--- config.mk ---
export PLATFORM = sky130hd
export DESIGN_NAME = ddr_init_seq
export DESIGN_NICKNAME = d
export VERILOG_FILES = /design/src/rtl/ddr_init_pkg.sv /design/src/rtl/ddr_init_dp.sv /design/src/rtl/ddr_init_ctrl.sv /design/src/rtl/ddr_init_seq.sv
export SDC_FILE = /design/constraint.sdc
export NUM_CORES = 1
export LEC_CHECK = 0
export BUFFER_PORTS_ARGS = -buffer_cell sky130_fd_sc_hd__buf_2
export CAP_MARGIN = 40
export CORE_ASPECT_RATIO = 1.4
export CORE_MARGIN = 5
export CORE_UTILIZATION = 55
export CTS_BUF_LIST = sky130_fd_sc_hd__clkbuf_4 sky130_fd_sc_hd__clkbuf_8
export DETAILED_ROUTE_END_ITERATION = 16
export GPL_TIMING_DRIVEN = 0
export PLACE_DENSITY = 0.71
export SLEW_MARGIN = 20
export SYNTH_ARGS = -nofsm -noshare
export SYNTH_HDL_FRONTEND = slang
export SYNTH_SLANG_ARGS = --single-unit
--- constraint.sdc ---
create_clock -name clk -period 2.6 [get_ports clk]
set_clock_uncertainty 0.2 [all_clocks]
set_input_delay 0.39 -clock clk [delete_from_list [all_inputs] [get_ports clk]]
set_output_delay 0.39 -clock clk [all_outputs]
set_load 0.02 [all_outputs]
--- src/rtl/ddr_init_pkg.sv ---
package ddr_init_pkg;

  typedef enum logic [1:0] {
    CMD_NOP  = 2'b00,
    CMD_PALL = 2'b01,
    CMD_LMR  = 2'b10,
    CMD_AREF = 2'b11
  } cmdCode_e;

  // which address word the datapath drives with the command
  typedef enum logic [1:0] {
    WORD_ZERO,
    WORD_PALL,
    WORD_BASE_DLLRST,
    WORD_BASE_RUN
  } wordSel_e;

  // which interval the wait counter is loaded with
  typedef enum logic [1:0] {
    WAIT_PWR,
    WAIT_TRP,
    WAIT_TMRD,
    WAIT_TRFC
  } waitSel_e;

  typedef struct packed {
    cmdCode_e   cmd;
    logic [1:0] bankSel;
    wordSel_e   word;
    logic       loadWait;
    waitSel_e   waitSel;
    logic       decWait;
    logic       startDll;
    logic       ckeOn;
    logic       doneOn;
  } seqStrobe_t;

endpackage

--- src/rtl/ddr_init_dp.sv ---
module ddr_init_dp
  import ddr_init_pkg::*;
#(
  parameter int PWRUP_CYC    = 40000,
  parameter int TRP_CYC      = 3,
  parameter int TMRD_CYC     = 2,
  parameter int TRFC_CYC     = 15,
  parameter int DLL_LOCK_CYC = 200,
  parameter int ADDR_W       = 13,
  parameter int BANK_W       = 2,
  parameter logic [2:0] BURST_CODE = 3'b011,
  parameter logic       BURST_TYPE = 1'b0,
  parameter logic [2:0] CAS_CODE   = 3'b010
) (
  input  logic              clk,
  input  logic              rst_n,
  input  seqStrobe_t        stb,
  output logic              waitZero,
  output logic              dllDone,
  output logic              cke,
  output logic [1:0]        cmdCode,
  output logic [BANK_W-1:0] bank,
  output logic [ADDR_W-1:0] addr,
  output logic              initDone
);

  localparam int WAIT_W     = $clog2(PWRUP_CYC + TRP_CYC + TMRD_CYC + TRFC_CYC + 1);
  localparam int DLL_W      = $clog2(DLL_LOCK_CYC + 1);
  localparam int DLLRST_BIT = 8;
  localparam int PALL_BIT   = 10;
  localparam logic [ADDR_W-1:0] RUN_WORD  = ADDR_W'({CAS_CODE, BURST_TYPE, BURST_CODE});
  localparam logic [ADDR_W-1:0] RST_WORD  = RUN_WORD | (ADDR_W'(1) << DLLRST_BIT);
  localparam logic [ADDR_W-1:0] PALL_WORD = ADDR_W'(1) << PALL_BIT;

  logic [WAIT_W-1:0] waitCnt;
  logic [WAIT_W-1:0] waitLoad;
  logic [DLL_W-1:0]  dllCnt;
  logic              dllRun;
  logic [ADDR_W-1:0] addrD;

  // command states load gap-2 so the next command lands exactly gap cycles later
  always_comb begin
    unique case (stb.waitSel)
      WAIT_PWR:  waitLoad = WAIT_W'(PWRUP_CYC - 1);
      WAIT_TRP:  waitLoad = WAIT_W'(TRP_CYC - 2);
      WAIT_TMRD: waitLoad = WAIT_W'(TMRD_CYC - 2);
      default:   waitLoad = WAIT_W'(TRFC_CYC - 2);
    endcase
  end

  always_ff @(posedge clk or negedge rst_n) begin
    if (!rst_n) begin
      waitCnt <= WAIT_W'(PWRUP_CYC - 1);
    end else if (stb.loadWait) begin
      waitCnt <= waitLoad;
    end else if (stb.decWait && waitCnt != '0) begin
      waitCnt <= waitCnt - 1'b1;
    end
  end

  assign waitZero = (waitCnt == '0);

  // loop-lock interval, started by the loop-reset load
  always_ff @(posedge clk or negedge rst_n) begin
    if (!rst_n) begin
      dllCnt <= '0;
      dllRun <= 1'b0;
    end else if (stb.startDll) begin
      dllCnt <= DLL_W'(DLL_LOCK_CYC - 2);
      dllRun <= 1'b1;
    end else if (dllRun && dllCnt != '0) begin
      dllCnt <= dllCnt - 1'b1;
    end
  end

  assign dllDone = dllRun && (dllCnt == '0);

  always_comb begin
    unique case (stb.word)
      WORD_PALL:        addrD = PALL_WORD;
      WORD_BASE_DLLRST: addrD = RST_WORD;
      WORD_BASE_RUN:    addrD = RUN_WORD;
      default:          addrD = '0;
    endcase
  end

  always_ff @(posedge clk or negedge rst_n) begin
    if (!rst_n) begin
      cke      <= 1'b0;
      cmdCode  <= CMD_NOP;
      bank     <= '0;
      addr     <= '0;
      initDone <= 1'b0;
    end else begin
      cke      <= cke | stb.ckeOn;
      cmdCode  <= stb.cmd;
      bank     <= BANK_W'(stb.bankSel);
      addr     <= addrD;
      initDone <= initDone | stb.doneOn;
    end
  end

  // no command reaches the memory while clock-enable is low
  a_r2_cmd_needs_cke: assert property (@(posedge clk) disable iff (!rst_n)
    (cmdCode != CMD_NOP) |-> cke);

  // every precharge selects all banks
  a_r3_pall_all_banks: assert property (@(posedge clk) disable iff (!rst_n)
    (cmdCode == CMD_PALL) |-> (addr[PALL_BIT] && bank == '0));

  // mode loads only target base or extended word
  a_r5_lmr_bank: assert property (@(posedge clk) disable iff (!rst_n)
    (cmdCode == CMD_LMR) |-> (bank[BANK_W-1:1] == '0));

  // completion is sticky and quiet
  a_r8_done_sticky: assert property (@(posedge clk) disable iff (!rst_n)
    initDone |=> initDone);
  a_r8_done_quiet: assert property (@(posedge clk) disable iff (!rst_n)
    initDone |-> (cmdCode == CMD_NOP && cke));

endmodule

--- src/rtl/ddr_init_ctrl.sv ---
module ddr_init_ctrl
  import ddr_init_pkg::*;
(
  input  logic       clk,
  input  logic       rst_n,
  input  logic       pwrStable,
  input  logic       waitZero,
  input  logic       dllDone,
  output seqStrobe_t stb
);

  typedef enum logic [4:0] {
    sPwr, sCke,
    sPre1, sWPre1,
    sExt, sWExt,
    sMrRst, sWMrRst,
    sPre2, sWPre2,
    sRef1, sWRef1,
    sRef2, sWRef2,
    sMrRun, sWMrRun,
    sDone
  } seqState_e;

  seqState_e stateQ, stateD;

  always_ff @(posedge clk or negedge rst_n) begin
    if (!rst_n) stateQ <= sPwr;
    else        stateQ <= stateD;
  end

  always_comb begin
    stb    = '0;
    stateD = stateQ;
    unique case (stateQ)
      sPwr: begin
        if (!pwrStable) begin
          stb.loadWait = 1'b1;
          stb.waitSel  = WAIT_PWR;
        end else if (waitZero) begin
          stateD = sCke;
        end else begin
          stb.decWait = 1'b1;
        end
      end
      sCke: begin
        stb.ckeOn = 1'b1;
        stateD    = sPre1;
      end
      sPre1, sPre2: begin
        stb.cmd      = CMD_PALL;
        stb.word     = WORD_PALL;
        stb.loadWait = 1'b1;
        stb.waitSel  = WAIT_TRP;
        stateD       = (stateQ == sPre1) ? sWPre1 : sWPre2;
      end
      sExt: begin
        stb.cmd      = CMD_LMR;
        stb.bankSel  = 2'b01;
        stb.word     = WORD_ZERO;
        stb.loadWait = 1'b1;
        stb.waitSel  = WAIT_TMRD;
        stateD       = sWExt;
      end
      sMrRst: begin
        stb.cmd      = CMD_LMR;
        stb.word     = WORD_BASE_DLLRST;
        stb.loadWait = 1'b1;
        stb.waitSel  = WAIT_TMRD;
        stb.startDll = 1'b1;
        stateD       = sWMrRst;
      end
      sRef1, sRef2: begin
        stb.cmd      = CMD_AREF;
        stb.loadWait = 1'b1;
        stb.waitSel  = WAIT_TRFC;
        stateD       = (stateQ == sRef1) ? sWRef1 : sWRef2;
      end
      sMrRun: begin
        stb.cmd      = CMD_LMR;
        stb.word     = WORD_BASE_RUN;
        stb.loadWait = 1'b1;
        stb.waitSel  = WAIT_TMRD;
        stateD       = sWMrRun;
      end
      sWPre1, sWExt, sWMrRst, sWPre2, sWRef1, sWRef2: begin
        if (waitZero) begin
          unique case (stateQ)
            sWPre1:  stateD = sExt;
            sWExt:   stateD = sMrRst;
            sWMrRst: stateD = sPre2;
            sWPre2:  stateD = sRef1;
            sWRef1:  stateD = sRef2;
            default: stateD = sMrRun;
          endcase
        end else begin
          stb.decWait = 1'b1;
        end
      end
      sWMrRun: begin
        if (!waitZero)    stb.decWait = 1'b1;
        else if (dllDone) stateD = sDone;
      end
      sDone: begin
        stb.doneOn = 1'b1;
      end
      default: stateD = sPwr;
    endcase
  end

  // the sequence cannot finish before the loop-lock interval expired
  a_r8_dll_gate: assert property (@(posedge clk) disable iff (!rst_n)
    (stateQ == sDone) |-> dllDone);

  // clock-enable rises only out of a completed power-up wait
  a_r2_cke_from_wait: assert property (@(posedge clk) disable iff (!rst_n)
    (stateQ == sCke) |-> ($past(stateQ) == sPwr && $past(pwrStable)));

  // at most one command strobe per cycle and never alongside the wait decrement
  a_r9_single_action: assert property (@(posedge clk) disable iff (!rst_n)
    $onehot0({stb.loadWait, stb.decWait, stb.ckeOn, stb.doneOn}));

endmodule

--- src/rtl/ddr_init_seq.sv ---
module ddr_init_seq
  import ddr_init_pkg::*;
#(
  parameter int PWRUP_CYC    = 40000,
  parameter int TRP_CYC      = 3,
  parameter int TMRD_CYC     = 2,
  parameter int TRFC_CYC     = 15,
  parameter int DLL_LOCK_CYC = 200,
  parameter int ADDR_W       = 13,
  parameter int BANK_W       = 2,
  parameter logic [2:0] BURST_CODE = 3'b011,
  parameter logic       BURST_TYPE = 1'b0,
  parameter logic [2:0] CAS_CODE   = 3'b010
) (
  input  logic              clk,
  input  logic              rst_n,
  input  logic              pwrStable,
  output logic              cke,
  output logic [1:0]        cmdCode,
  output logic [BANK_W-1:0] bank,
  output logic [ADDR_W-1:0] addr,
  output logic              initDone
);

  seqStrobe_t stb;
  logic       waitZero;
  logic       dllDone;

  ddr_init_ctrl ctrl_i (
    .clk       (clk),
    .rst_n     (rst_n),
    .pwrStable (pwrStable),
    .waitZero  (waitZero),
    .dllDone   (dllDone),
    .stb       (stb)
  );

  ddr_init_dp #(
    .PWRUP_CYC    (PWRUP_CYC),
    .TRP_CYC      (TRP_CYC),
    .TMRD_CYC     (TMRD_CYC),
    .TRFC_CYC     (TRFC_CYC),
    .DLL_LOCK_CYC (DLL_LOCK_CYC),
    .ADDR_W       (ADDR_W),
    .BANK_W       (BANK_W),
    .BURST_CODE   (BURST_CODE),
    .BURST_TYPE   (BURST_TYPE),
    .CAS_CODE     (CAS_CODE)
  ) dp_i (
    .clk      (clk),
    .rst_n    (rst_n),
    .stb      (stb),
    .waitZero (waitZero),
    .dllDone  (dllDone),
    .cke      (cke),
    .cmdCode  (cmdCode),
    .bank     (bank),
    .addr     (addr),
    .initDone (initDone)
  );

endmodule

==> impl_metrics.sql, run 1 <==
INSERT INTO impl_metrics (metric_group, metric, value, unit) VALUES
('outcome', 'outcome', 'complete, no violations', ''),
('synth', 'cell_count_after_synthesis', '215', ''),
('setup_path', 'critical_path.slowest_cell', 'sky130_fd_sc_hd__dfrtp_1', ''),
('placed_design', 'detailedPlacementHpwl', '2980', 'um'),
('die', 'design.die.area', '5370', 'um2'),
('final_layout', 'number_of_filler_cells_placed_in_the_layout', '319', ''),
('grt', 'met1_resource_use_gr', '20.2', '%'),
('timing', 'max_freq', '433', 'MHz'),
('synth', 'synthTopCellsByCount', '28 x sky130_fd_sc_hd__dfrtp_1, 18 x sky130_fd_sc_hd__nor2_1', ''),
('final_layout', 'n_antenna_cell', '0', ''),
('placed_design', 'port_buffer_count', '12', ''),
('synth', 'yosysMostFrequentCell', 'sky130_fd_sc_hd__dfrtp_1', ''),
('grt', 'grt_max_degree', '23', ''),
('setup_path', 'type_of_the_worst_setup_path', 'flip-flop to flip-flop', ''),
('setup_path', 'worst_setup_path_end_kind', 'flip-flop', ''),
('timing', 'worst_slew_pin_slew', '0.692', 'ns'),
('placed_design', 'globalplace.congestion', '0.788', ''),
('final_layout', 'seq_area', '963', 'um2'),
('clock_network', 'cts_root_buffer', 'sky130_fd_sc_hd__clkbuf_8', ''),
('timing', 'fin_ws', '0.288', 'ns'),
('clock_network', 'cts_hold_buffers', '1', ''),
('grt', 'grt.total_usage', '16.9', '%'),
('synth', 'ys.warnings.count', '0', ''),
('clock_network', 'clock_path_buffers', '2', ''),
('synth', 'synthFlopType', 'sky130_fd_sc_hd__dfrtp_1', ''),
('min_path', 'worst_hold_path_type', 'primary input to flip-flop', ''),
('grt', 'use_met3', '3.88', '%'),
('clock_network', 'worst_skew_pair_latency', '0.29', 'ns'),
('die', 'floorplan.die.width', '63.4', 'um'),
('route', 'postRouteWirelength', '4100', 'um'),
('clock_network', 'cts-htree-levels', '2', ''),
('timing', 'final_worst_path_period_share', '88.9', '%'),
('synth', 'yosys-top-cells-area', 'sky130_fd_sc_hd__dfrtp_1 32%, sky130_fd_sc_hd__dfstp_2 12%, sky130_fd_sc_hd__buf_4 3.8%, sky130_fd_sc_hd__xor2_1 3.6%, sky130_fd_sc_hd__ha_1 3.4%', ''),
('synth', 'post_synth.cell_area_avg', '10.2', 'um2'),
('power_and_ir_drop', 'vdd_drop_max', '0.324', 'mV'),
('route', 'drt_pass1_iterations', '4', ''),
('timing', 'slew_headroom', '53.9', '%'),
('clock_network', 'post_cts_resize_count', '0', ''),
('power_and_ir_drop', 'cellPowerDensity', '426', 'nW/um2'),
('route', 'routed-via-count', '1595', ''),
('synth', 'netlist.top_cell.by_area', 'sky130_fd_sc_hd__dfrtp_1', ''),
('synth', 'synth-async-reset-ratio', '100', '%'),
('timing', 'final.min_clock_period', '2.31', 'ns'),
('setup_path', 'worstSetupStartpointType', 'flip-flop', ''),
('die', 'starting_density_of_the_core', '56.5', '%'),
('route', 'wl_per_cell', '14.2', 'um'),
('final_layout', 'multi_input_area', '1090', 'um2'),
('route', 'route.detailed.vias_per_inst', '5.54', ''),
('final_layout', 'post_route_cells_drive_above_1_share', '26.5', '%'),
('route', 'detail-route-antenna-nets', '0', ''),
('grt', 'global_route.peak_usage_layer', 'met2', ''),
('setup_path', 'critPathRequiredTime', '2.57', 'ns'),
('grt', 'grt_overflow', '0', ''),
('timing', 'slew_viol_final', '0', ''),
('final_layout', 'layout.nets', '253', ''),
('synth', 'synth_seq_area_share', '43.9', '%'),
('clock_network', 'clkSinkCount', '38', ''),
('synth', 'netlist.area_leader.share', '31.9', '%'),
('timing', 'tns', '0', 'ns'),
('flow_run', 'cap_viol_max_count', '0', ''),
('timing', 'hold_viol_final', '0', ''),
('timing', 'finalSetupViolCount', '0', ''),
('die', 'die-height', '84.7', 'um'),
('clock_network', 'cts_setup_buffers', '0', ''),
('setup_path', 'arrival_time_at_the_worst_endpoint', '2.29', 'ns'),
('placed_design', 'place_ws', '0.306', 'ns'),
('die', 'pin_count', '22', ''),
('synth', 'synth_edf_count', '0', ''),
('grt', 'grt_first_pass_wirelength', '7400', 'um'),
('clock_network', 'cts_tree', 'done', ''),
('clock_network', 'cts_inserted_buffers', '5', '');
critical path: cells and delay by family (launching register included):
| kind | cells | cell delay (ns) |
|---|---|---|
| flops | 1 | 0.44 |
| simple gates | 3 | 0.65 |
| buf+inv | 1 | 0.10 |
| fa+ha+maj | 1 | 0.14 |
| compound gates | 2 | 0.67 |
layout make-up:
| type | count | area share, % |
|---|---|---|
| plain buffers | 19 | 5.37 |
| clock buffers | 7 | 3.65 |
| clock inverters | 1 | 0.203 |
| inverters | 11 | 1.67 |
| multi-input cells | 155 | 44.0 |
| flip-flops and latches | 38 | 39.0 |
| well taps | 43 | 2.18 |
| repair buffers | 14 | 3.95 |
layout by cell type (no fill, tap or decap), types with 3 or more instances in the layout:
cell	count
sky130_fd_sc_hd__dfrtp_1	28
sky130_fd_sc_hd__nor2_1	18
sky130_fd_sc_hd__buf_2	16
sky130_fd_sc_hd__inv_1	11
sky130_fd_sc_hd__nand2_1	11
sky130_fd_sc_hd__nand3_1	11
sky130_fd_sc_hd__buf_4	11
sky130_fd_sc_hd__a21oi_1	10
sky130_fd_sc_hd__dfstp_2	10
sky130_fd_sc_hd__xor2_1	9
sky130_fd_sc_hd__conb_1	9
sky130_fd_sc_hd__xnor2_1	8
sky130_fd_sc_hd__nand4_1	7
sky130_fd_sc_hd__ha_1	6
sky130_fd_sc_hd__clkbuf_8	6
sky130_fd_sc_hd__nor3_1	5
sky130_fd_sc_hd__nand2b_1	5
sky130_fd_sc_hd__o21ai_0	4
sky130_fd_sc_hd__mux2i_1	3
sky130_fd_sc_hd__nor4_1	3
sky130_fd_sc_hd__a31oi_1	3
registers in the layout, indices dropped and copies added (netlist names):
name           flops
ctrl_i.stateQ      5
dp_i.addr          3
dp_i.bank          1
dp_i.cke           1
dp_i.cmdCode       2
dp_i.dllCnt        8
dp_i.dllRun        1
dp_i.initDone      1
dp_i.waitCnt      16
power by group:
group / switching (mW) / internal, mW / total, mW
Combinational: 0.0263 / 0.0155 / 0.0419
Sequential: 0 / 0.592 / 0.592
Clock: 0.195 / 0.224 / 0.419
kinds of logic after synthesis:
logic type / share of synthesized area [%]
other cells: 0.171
buf+inv: 7.93
flops: 43.9
simple gates: 24.0
fa+ha+maj: 3.42
xor+xnor: 6.79
compound gates: 11.4
mux: 2.40
metal layers:
layer  wire length, um  vias up
li1                  -      804
met1              1750      762
met2              2120       20
met3               136        9
met4                93        0
met5                 0        -
path summary, 6_finish.rpt:
kind	from	endpoint	cells past startpoint
min in group asynchronous	rst_n	dp_i.dllCnt[3]$_DFFE_PN0P_	2
setup / recovery	dp_i.dllCnt[0]$_DFFE_PN0P_	ctrl_i.stateQ[0]$_DFFE_PN0P_	7
setup reg to reg	dp_i.dllCnt[0]$_DFFE_PN0P_	ctrl_i.stateQ[0]$_DFFE_PN0P_	7
hold / removal	pwrStable	ctrl_i.stateQ[0]$_DFFE_PN0P_	3
hold reg to reg	dp_i.initDone$_DFF_PN0_	dp_i.initDone$_DFF_PN0_	1
max in group asynchronous	rst_n	dp_i.waitCnt[15]$_DFFE_PN1P_	3
through the flow:
step	utilization, %	instances	cell area [um2]	hold WS, ns
3_3_place_gp	60.2	278	2340	0.244
3_5_place_dp	60.9	279	2360	0.152
2_1_floorplan	-	223	2220	-0.106
6_report	63.6	288	2470	0.198
5_1_grt	63.6	288	2470	0.196
4_1_cts	63.6	288	2470	0.188
Power figures use the tool's default switching activity.
==> run 2, diff against run 1 <==
--- a/config.mk
+++ b/config.mk
@@ -17,4 +17,5 @@
 export SLEW_MARGIN = 20
 export SYNTH_ARGS = -nofsm -noshare
 export SYNTH_HDL_FRONTEND = slang
+export SYNTH_HIERARCHICAL = 1
 export SYNTH_SLANG_ARGS = --single-unit
==> run 2 against run 1 <==
- the run now ends with negative setup slack left
- synthesized cell count up 22%
- critical path type unchanged
- combinational power up 120%
- count of clock-buffer cells in the layout down 1
==> impl_metrics.sql, run 2 <==
INSERT INTO impl_metrics (metric_group, metric, value, unit) VALUES
('timing', 'fin_ws', '-0.158', 'ns'),
('timing', 'worst_slew_pin_slew', '0.951', 'ns'),
('setup_path', 'rr_startpoint', 'dp_i/waitCnt[0]$_DFFE_PN1P_', ''),
('min_path', 'hold_path_startpoint', 'dp_i/initDone$_DFF_PN0_', ''),
('setup_path', 'rrSetupSlack', '-0.16', 'ns'),
('route', 'drt_pass1_iterations', '4', ''),
('outcome', 'violations_in_the_final_reports', 'negative setup slack', ''),
('route', 'postRouteWirelength', '5440', 'um'),
('die', 'die-height', '89.1', 'um'),
('placed_design', 'area_after_detailed_placement', '2710', 'um2'),
('synth', 'netlist.top_cell.by_area', 'sky130_fd_sc_hd__dfrtp_1', ''),
('final_layout', 'postLayoutCellArea', '3030', 'um2'),
('synth', 'yosysMostFrequentCell', 'sky130_fd_sc_hd__dfrtp_1', ''),
('clock_network', 'clkSinkCount', '39', ''),
('grt', 'number_of_antenna_violations_at_the_first_check_in_global_routing', '0', ''),
('timing', 'finalSetupViolCount', '12', ''),
('grt', 'grt_first_pass_wirelength', '9150', 'um'),
('final_layout', 'layout.nets', '309', ''),
('clock_network', 'cts_inserted_buffers', '5', ''),
('synth', 'synthTopCellsByCount', '29 x sky130_fd_sc_hd__dfrtp_1, 19 x sky130_fd_sc_hd__nor2_1, 14 x sky130_fd_sc_hd__clkbuf_1', ''),
('timing', 'max_freq', '363', 'MHz'),
('setup_path', 'timing.rr.end', 'dp_i/waitCnt[12]$_DFFE_PN1P_', ''),
('final_layout', 'registers.top_by_ff_count', 'dp_i/waitCnt', ''),
('route', 'route.detailed.drc', '0', ''),
('route', 'wl_per_cell', '15.0', 'um'),
('setup_path', 'critical_path.max_fanout', '4', ''),
('clock_network', 'cts_tree', 'done', ''),
('setup_path', 'critPathRequiredTime', '2.65', 'ns'),
('timing', 'slew_viol_final', '0', ''),
('final_layout', 'final_util', '70.8', '%'),
('grt', 'grt.total_usage', '20.0', '%'),
('clock_network', 'cts_root_buffer', 'sky130_fd_sc_hd__clkbuf_8', ''),
('route', 'route.detailed.vias_per_inst', '5.81', ''),
('grt', 'grt_overflow', '0', ''),
('synth', 'yosys-top-cells-area', 'sky130_fd_sc_hd__dfrtp_1 30%, sky130_fd_sc_hd__dfstp_2 11%, sky130_fd_sc_hd__buf_4 3.7%, sky130_fd_sc_hd__nor4_1 3.3%, sky130_fd_sc_hd__nor2_1 2.9%', ''),
('min_path', 'holdPathStages', '1', ''),
('synth', 'ys.warnings.count', '6', ''),
('synth', 'cell_count_after_synthesis', '263', ''),
('setup_path', 'worstRegToRegCells', '11', ''),
('final_layout', 'n_antenna_cell', '0', ''),
('clock_network', 'cts-htree-levels', '2', ''),
('grt', 'first_global_vias', '2008', ''),
('die', 'starting_density_of_the_core', '57.5', '%'),
('flow_run', 'cap_viol_max_count', '0', ''),
('min_path', 'worst_hold_path_type', 'flip-flop to flip-flop', ''),
('final_layout', 'finish.cell_count_without_fillers', '362', ''),
('setup_path', 'type_of_the_worst_setup_path', 'flip-flop to flip-flop', ''),
('route', 'drt_iter0_markers', '130', ''),
('outcome', 'outcome', 'finished, violations left', ''),
('synth', 'netlist.area_leader.share', '29.5', '%'),
('final_layout', 'multi_input_area', '1460', 'um2'),
('min_path', 'hold-path-endpoint', 'dp_i/initDone$_DFF_PN0_', ''),
('final_layout', 'final_common_cell', 'sky130_fd_sc_hd__dfrtp_1', ''),
('placed_design', 'dpl.cell_count', '344', ''),
('final_layout', 'largest_register_ff_count', '16', ''),
('timing', 'setup_repair_after_global_routing_missed_its_margin', 'yes', ''),
('route', 'detail-route-antenna-nets', '0', ''),
('timing', 'slew_headroom', '36.5', '%'),
('synth', 'synthFlopType', 'sky130_fd_sc_hd__dfrtp_1', ''),
('final_layout', 'seq_area', '988', 'um2'),
('clock_network', 'clock_transition_at_the_registers_of_the_reported_paths', '0.08', 'ns'),
('setup_path', 'arrival_time_at_the_worst_endpoint', '2.80', 'ns'),
('die', 'pin_count', '22', ''),
('setup_path', 'worst_setup_path_end_kind', 'flip-flop', ''),
('synth', 'post_synth_instance_area', '2460', 'um2'),
('grt', 'grt_max_degree', '21', ''),
('route', 'routed-via-count', '2105', ''),
('die', 'fp-row-count', '28', ''),
('synth', 'synth_seq_area_share', '40.2', '%'),
('timing', 'final.min_clock_period', '2.76', 'ns'),
('placed_design', 'place_ws', '-0.475', 'ns'),
('power_and_ir_drop', 'leakagePower', '1.32', 'nW'),
('power_and_ir_drop', 'cellPowerDensity', '408', 'nW/um2'),
('final_layout', 'area_delta_synth_final', '23.2', '%'),
('die', 'core_area', '4270', 'um2'),
('clock_network', 'worst_skew_pair_latency', '0.30', 'ns'),
('synth', 'postSynthRegisterBits', '39', ''),
('die', 'floorplan.die.width', '66.5', 'um'),
('final_layout', 'post_route_cells_drive_above_1_share', '33.1', '%'),
('placed_design', 'globalplace.congestion', '0.818', ''),
('synth', 'netlist-cell-type-count', '54', ''),
('placed_design', 'port_buffer_count', '13', ''),
('power_and_ir_drop', 'vdd_drop_max', '0.507', 'mV'),
('die', 'design.die.area', '5920', 'um2'),
('timing', 'hold_viol_final', '0', ''),
('synth', 'post_synth.cell_area_avg', '9.34', 'um2'),
('final_layout', 'biggestRegsByFlops', 'dp_i/waitCnt x16, dp_i/dllCnt x8, ctrl_i/stateQ x5', ''),
('placed_design', 'detailedPlacementHpwl', '3760', 'um'),
('clock_network', 'clock_path_buffers', '2', ''),
('final_layout', 'final_cell_mix', '29 x sky130_fd_sc_hd__dfrtp_1, 23 x sky130_fd_sc_hd__buf_4, 18 x sky130_fd_sc_hd__nor2_1', ''),
('synth', 'synth_edf_count', '0', ''),
('setup_path', 'worstSetupStartpointType', 'flip-flop', ''),
('timing', 'final_worst_path_period_share', '106', '%'),
('synth', 'synth-async-reset-ratio', '100', '%'),
('final_layout', 'number_of_filler_cells_placed_in_the_layout', '334', '');
run 2: through the flow:
| stage | hold slack [ns] | setup TNS [ns] | total power, mW |
|---|---|---|---|
| finish | 0.272 | -0.726 | 1.24 |
| global route | 0.319 | -2.59 | 1.29 |
| CTS | 0.272 | -0.996 | 1.25 |
| detailed placement | 0.178 | -5.03 | 0.706 |
| global placement | 0.246 | -4.79 | 0.700 |
| floorplan | -0.106 | -0.391 | 0.678 |
run 2: critical path: stages, from the launching register on:
cell,delay [ns]
sky130_fd_sc_hd__dfstp_2,0.54
sky130_fd_sc_hd__inv_2,0.05
sky130_fd_sc_hd__ha_4,0.15
sky130_fd_sc_hd__or3b_4,0.24
sky130_fd_sc_hd__nor4_4,0.05
sky130_fd_sc_hd__nor3b_4,0.17
sky130_fd_sc_hd__a211oi_2,0.16
sky130_fd_sc_hd__buf_4,0.16
sky130_fd_sc_hd__or4b_4,0.47
sky130_fd_sc_hd__nor4_4,0.16
sky130_fd_sc_hd__mux2i_1,0.24
sky130_fd_sc_hd__o21a_1,0.13
run 2: how the worst max path moves through the flow:
stage                           startpoint                      endpoint  slack (ns)
2_1_floorplan  dp_i/waitCnt[0]$_DFFE_PN1P_  dp_i/waitCnt[12]$_DFFE_PN1P_       -0.22
3_3_place_gp   dp_i/waitCnt[0]$_DFFE_PN1P_  dp_i/waitCnt[12]$_DFFE_PN1P_       -0.47
3_5_place_dp   dp_i/waitCnt[0]$_DFFE_PN1P_  dp_i/waitCnt[12]$_DFFE_PN1P_       -0.48
4_1_cts        dp_i/waitCnt[0]$_DFFE_PN1P_  dp_i/waitCnt[12]$_DFFE_PN1P_       -0.17
5_1_grt        dp_i/waitCnt[0]$_DFFE_PN1P_  dp_i/waitCnt[11]$_DFFE_PN1P_       -0.25
6_report       dp_i/waitCnt[0]$_DFFE_PN1P_  dp_i/waitCnt[12]$_DFFE_PN1P_       -0.16
run 2: kinds of logic after synthesis:
logic type | after synthesis | share of synthesized area (%)
simple gates | 110 | 26.9
compound gates | 56 | 17.6
buf+inv | 40 | 8.10
flops | 39 | 40.2
xor+xnor | 6 | 2.14
fa+ha+maj | 5 | 2.55
mux | 5 | 2.14
other cells | 2 | 0.306
run 2: cell type report:
cell class	count	share of cell area (%)
clock buffers	6	2.73
plain buffers	27	5.33
well taps	60	2.48
inverters	11	1.36
multi-input cells	191	48.1
repair buffers	26	6.24
flip-flops and latches	39	32.6
clock inverters	2	1.16
run 2: power breakdown:
group,switching (mW),internal (mW)
sequential,0.00332,0.613
clock,0.217,0.311
combinational,0.0535,0.0382
run 2: per-layer routing:
layer / GRT usage (%) / share of wire, %
met5: 0 / 0
met4: 7.39 / 1.0
met3: 4.15 / 2.9
met2: 36.3 / 55
met1: 23.0 / 41
run 2: what timing repair did:
item	4_1_cts	5_1_grt
setup endpoints to repair	21	21
hold buffers	1	0
gates resized for setup	16	16
pin swaps	8	4
hold endpoints to repair	12	0
buffers inserted	11	1
==> run 3, diff against run 2 <==
--- a/config.mk
+++ b/config.mk
@@ -14,6 +14,7 @@
 export DETAILED_ROUTE_END_ITERATION = 16
 export GPL_TIMING_DRIVEN = 0
 export PLACE_DENSITY = 0.71
+export SKIP_CTS_REPAIR_TIMING = 1
 export SLEW_MARGIN = 20
 export SYNTH_ARGS = -nofsm -noshare
 export SYNTH_HDL_FRONTEND = slang
==> run 3 against run 2 <==
- the run still ends with negative setup slack left
- fmax down 4.2%
- final area down 0.50%
- hold slack lost 0.0010 ns
- sequential power hardly changed
- global-route usage fell by 0.76 points
- via count increased by 0.67%
- non-clock buffer count rose by 3
- critical path type unchanged
- largest power group unchanged
- highest routed layer unchanged
==> impl_metrics.sql, run 3 (synthesis gave the netlist of run 2 again) <==
INSERT INTO impl_metrics (metric_group, metric, value, unit) VALUES
('power_and_ir_drop', 'vdd_drop_max', '0.500', 'mV'),
('timing', 'slew_headroom', '54.0', '%'),
('timing', 'max_freq', '347', 'MHz'),
('timing', 'worst_slew_pin_slew', '0.689', 'ns'),
('power_and_ir_drop', 'leakagePower', '1.32', 'nW'),
('final_layout', 'area_delta_synth_final', '22.6', '%'),
('timing', 'final_worst_path_period_share', '111', '%'),
('setup_path', 'critPathRequiredTime', '2.62', 'ns'),
('route', 'postRouteWirelength', '5520', 'um'),
('final_layout', 'biggestRegsByFlops', 'dp_i/waitCnt x16, dp_i/dllCnt x8, ctrl_i/stateQ x5', ''),
('final_layout', 'n_antenna_cell', '0', ''),
('clock_network', 'cts_tree', 'done', ''),
('outcome', 'outcome', 'finished, violations left', ''),
('clock_network', 'worst_skew_pair_latency', '0.29', 'ns'),
('timing', 'timing.hold.ws', '0.271', 'ns'),
('route', 'drt_iter0_markers', '131', ''),
('setup_path', 'worst_setup_path_end_kind', 'flip-flop', ''),
('final_layout', 'final_common_cell', 'sky130_fd_sc_hd__dfrtp_1', ''),
('setup_path', 'worstRegToRegCells', '12', ''),
('clock_network', 'cts_root_buffer', 'sky130_fd_sc_hd__clkbuf_8', ''),
('route', 'wl_per_cell', '15.1', 'um'),
('setup_path', 'critical_path.max_fanout', '6', ''),
('timing', 'tns', '-2.92', 'ns'),
('setup_path', 'critical_path_buf_inv_count', '3', ''),
('placed_design', 'place_ws', '-0.475', 'ns'),
('timing', 'slew_viol_final', '0', ''),
('grt', 'first_global_vias', '1914', ''),
('route', 'routed-via-count', '2119', ''),
('setup_path', 'crit_family', 'simple AND/OR/NAND/NOR gates', ''),
('flow_run', 'cap_viol_max_count', '0', ''),
('final_layout', 'post_route_cells_drive_above_1_share', '32.1', '%'),
('clock_network', 'clock_transition_at_the_registers_of_the_reported_paths', '0.07', 'ns'),
('route', 'route.detailed.drc', '0', ''),
('outcome', 'violations_in_the_final_reports', 'negative setup slack', ''),
('placed_design', 'globalplace.congestion', '0.818', ''),
('final_layout', 'largest_register_ff_count', '16', ''),
('timing', 'setup_repair_after_global_routing_missed_its_margin', 'yes', ''),
('min_path', 'hold_path_startpoint', 'dp_i/initDone$_DFF_PN0_', ''),
('grt', 'grt_first_pass_wirelength', '8810', 'um'),
('setup_path', 'rrSetupSlack', '-0.28', 'ns'),
('route', 'detail-route-antenna-nets', '0', ''),
('grt', 'grt_overflow', '0', ''),
('setup_path', 'worstSetupStartpointType', 'flip-flop', ''),
('die', 'floorplan.die.width', '66.5', 'um'),
('die', 'core_area', '4270', 'um2'),
('final_layout', 'registers.top_by_ff_count', 'dp_i/waitCnt', ''),
('clock_network', 'cts_inserted_buffers', '5', ''),
('timing', 'fin_ws', '-0.280', 'ns'),
('clock_network', 'cts-htree-levels', '2', ''),
('final_layout', 'layout.nets', '312', ''),
('power_and_ir_drop', 'cellPowerDensity', '410', 'nW/um2'),
('die', 'die-height', '89.1', 'um'),
('setup_path', 'critical_path.slowest_cell', 'sky130_fd_sc_hd__dfstp_2', ''),
('timing', 'finalSetupViolCount', '19', ''),
('min_path', 'hold-path-endpoint', 'dp_i/initDone$_DFF_PN0_', ''),
('clock_network', 'clock_path_buffers', '2', ''),
('min_path', 'holdPathStages', '1', ''),
('route', 'drt_pass1_iterations', '4', ''),
('final_layout', 'number_of_filler_cells_placed_in_the_layout', '331', ''),
('grt', 'grt_max_degree', '21', ''),
('grt', 'number_of_antenna_violations_at_the_first_check_in_global_routing', '0', ''),
('die', 'starting_density_of_the_core', '57.5', '%'),
('clock_network', 'clkSinkCount', '39', ''),
('setup_path', 'crit_path_frequent_cell', 'sky130_fd_sc_hd__buf_4', ''),
('timing', 'hold_viol_final', '0', ''),
('placed_design', 'port_buffer_count', '13', ''),
('die', 'pin_count', '22', ''),
('setup_path', 'arrival_time_at_the_worst_endpoint', '2.90', 'ns'),
('setup_path', 'type_of_the_worst_setup_path', 'flip-flop to flip-flop', ''),
('setup_path', 'cp_startpoint', 'dp_i/waitCnt[1]$_DFFE_PN1P_', ''),
('die', 'design.die.area', '5920', 'um2'),
('route', 'route.detailed.vias_per_inst', '5.81', ''),
('placed_design', 'detailedPlacementHpwl', '3760', 'um'),
('setup_path', 'timing.rr.end', 'dp_i/waitCnt[15]$_DFFE_PN1P_', ''),
('timing', 'final.min_clock_period', '2.88', 'ns'),
('setup_path', 'timing.critical_path.slowest_cell_delay', '0.40', 'ns'),
('setup_path', 'rr_startpoint', 'dp_i/waitCnt[1]$_DFFE_PN1P_', ''),
('setup_path', 'timing.critical_path.cells', 'inv_2 > ha_4 > or3b_4 > nor4_4 > nor3b_4 > a211oi_2 > buf_4 > nor2b_1 > nand4_1 > buf_4 > nor4_1 > o31a_1', ''),
('final_layout', 'final_cell_mix', '29 x sky130_fd_sc_hd__dfrtp_1, 26 x sky130_fd_sc_hd__buf_4, 19 x sky130_fd_sc_hd__nor2_1', ''),
('die', 'fp-row-count', '28', ''),
('grt', 'grt.total_usage', '19.3', '%'),
('min_path', 'worst_hold_path_type', 'flip-flop to flip-flop', '');
[run 3: cell types whose count changed in the layout (fill, tap and decap cells not counted), sizes merged]
cell    previous run  this run
buf               41        45
clkbuf            17        16
[run 3: worst max path at each step]
| stage | endpoint | slack [ns] | depth (start not counted) |
|---|---|---|---|
| after global placement | dp_i/waitCnt[12]$_DFFE_PN1P_ | -0.47 | 11 |
| after detailed placement | dp_i/waitCnt[12]$_DFFE_PN1P_ | -0.48 | 11 |
| after CTS | dp_i/waitCnt[12]$_DFFE_PN1P_ | -0.48 | 11 |
| final | dp_i/waitCnt[15]$_DFFE_PN1P_ | -0.28 | 12 |
| after floorplan | dp_i/waitCnt[12]$_DFFE_PN1P_ | -0.22 | 11 |
| after global routing | dp_i/waitCnt[15]$_DFFE_PN1P_ | -0.41 | 12 |
[run 3: metrics by stage]
stage	area, um2	std cells	power [mW]	util, %
2_1_floorplan	2540	270	0.678	-
3_3_place_gp	2680	343	0.700	62.7
3_5_place_dp	2710	344	0.706	63.3
4_1_cts	2830	352	1.24	66.1
5_1_grt	3010	365	1.29	70.5
6_report	3010	365	1.23	70.5
[run 3: where the power goes]
part / switching (mW) / internal (mW) / total [mW]
clock: 0.212 / 0.310 / 0.522
combinational: 0.0536 / 0.0403 / 0.0939
sequential: 0.00462 / 0.613 / 0.618
total: 0.270 / 0.964 / 1.23
[run 3: worst reg2reg max path, delay by kind of cell, from the launching register on]
| family | cells | cell delay, ns |
|---|---|---|
| compound gates | 2 | 0.32 |
| fa+ha+maj | 1 | 0.14 |
| buf+inv | 3 | 0.39 |
| flops | 1 | 0.40 |
| simple gates | 6 | 1.36 |
[run 3: cell type report]
class	count	area (um2)	share of cell area, %
clock buffers	6	82.6	2.74
repair buffers	29	205	6.81
inverters	11	41.3	1.37
plain buffers	27	163	5.40
clock inverters	2	35.0	1.16
well taps	60	75.1	2.49
flip-flops and latches	39	988	32.8
multi-input cells	191	1420	47.2
[run 3: layer usage]
layer  share of wire (%)  track usage (%)  up-vias  wire, um
li1                    -                -     1032         -
met1                  41             22.8     1031      2280
met2                  54             34.3       46      2970
met3                 3.2             3.77       10       175
met4                 1.7             7.02        0        96
met5                   0                0        -         0
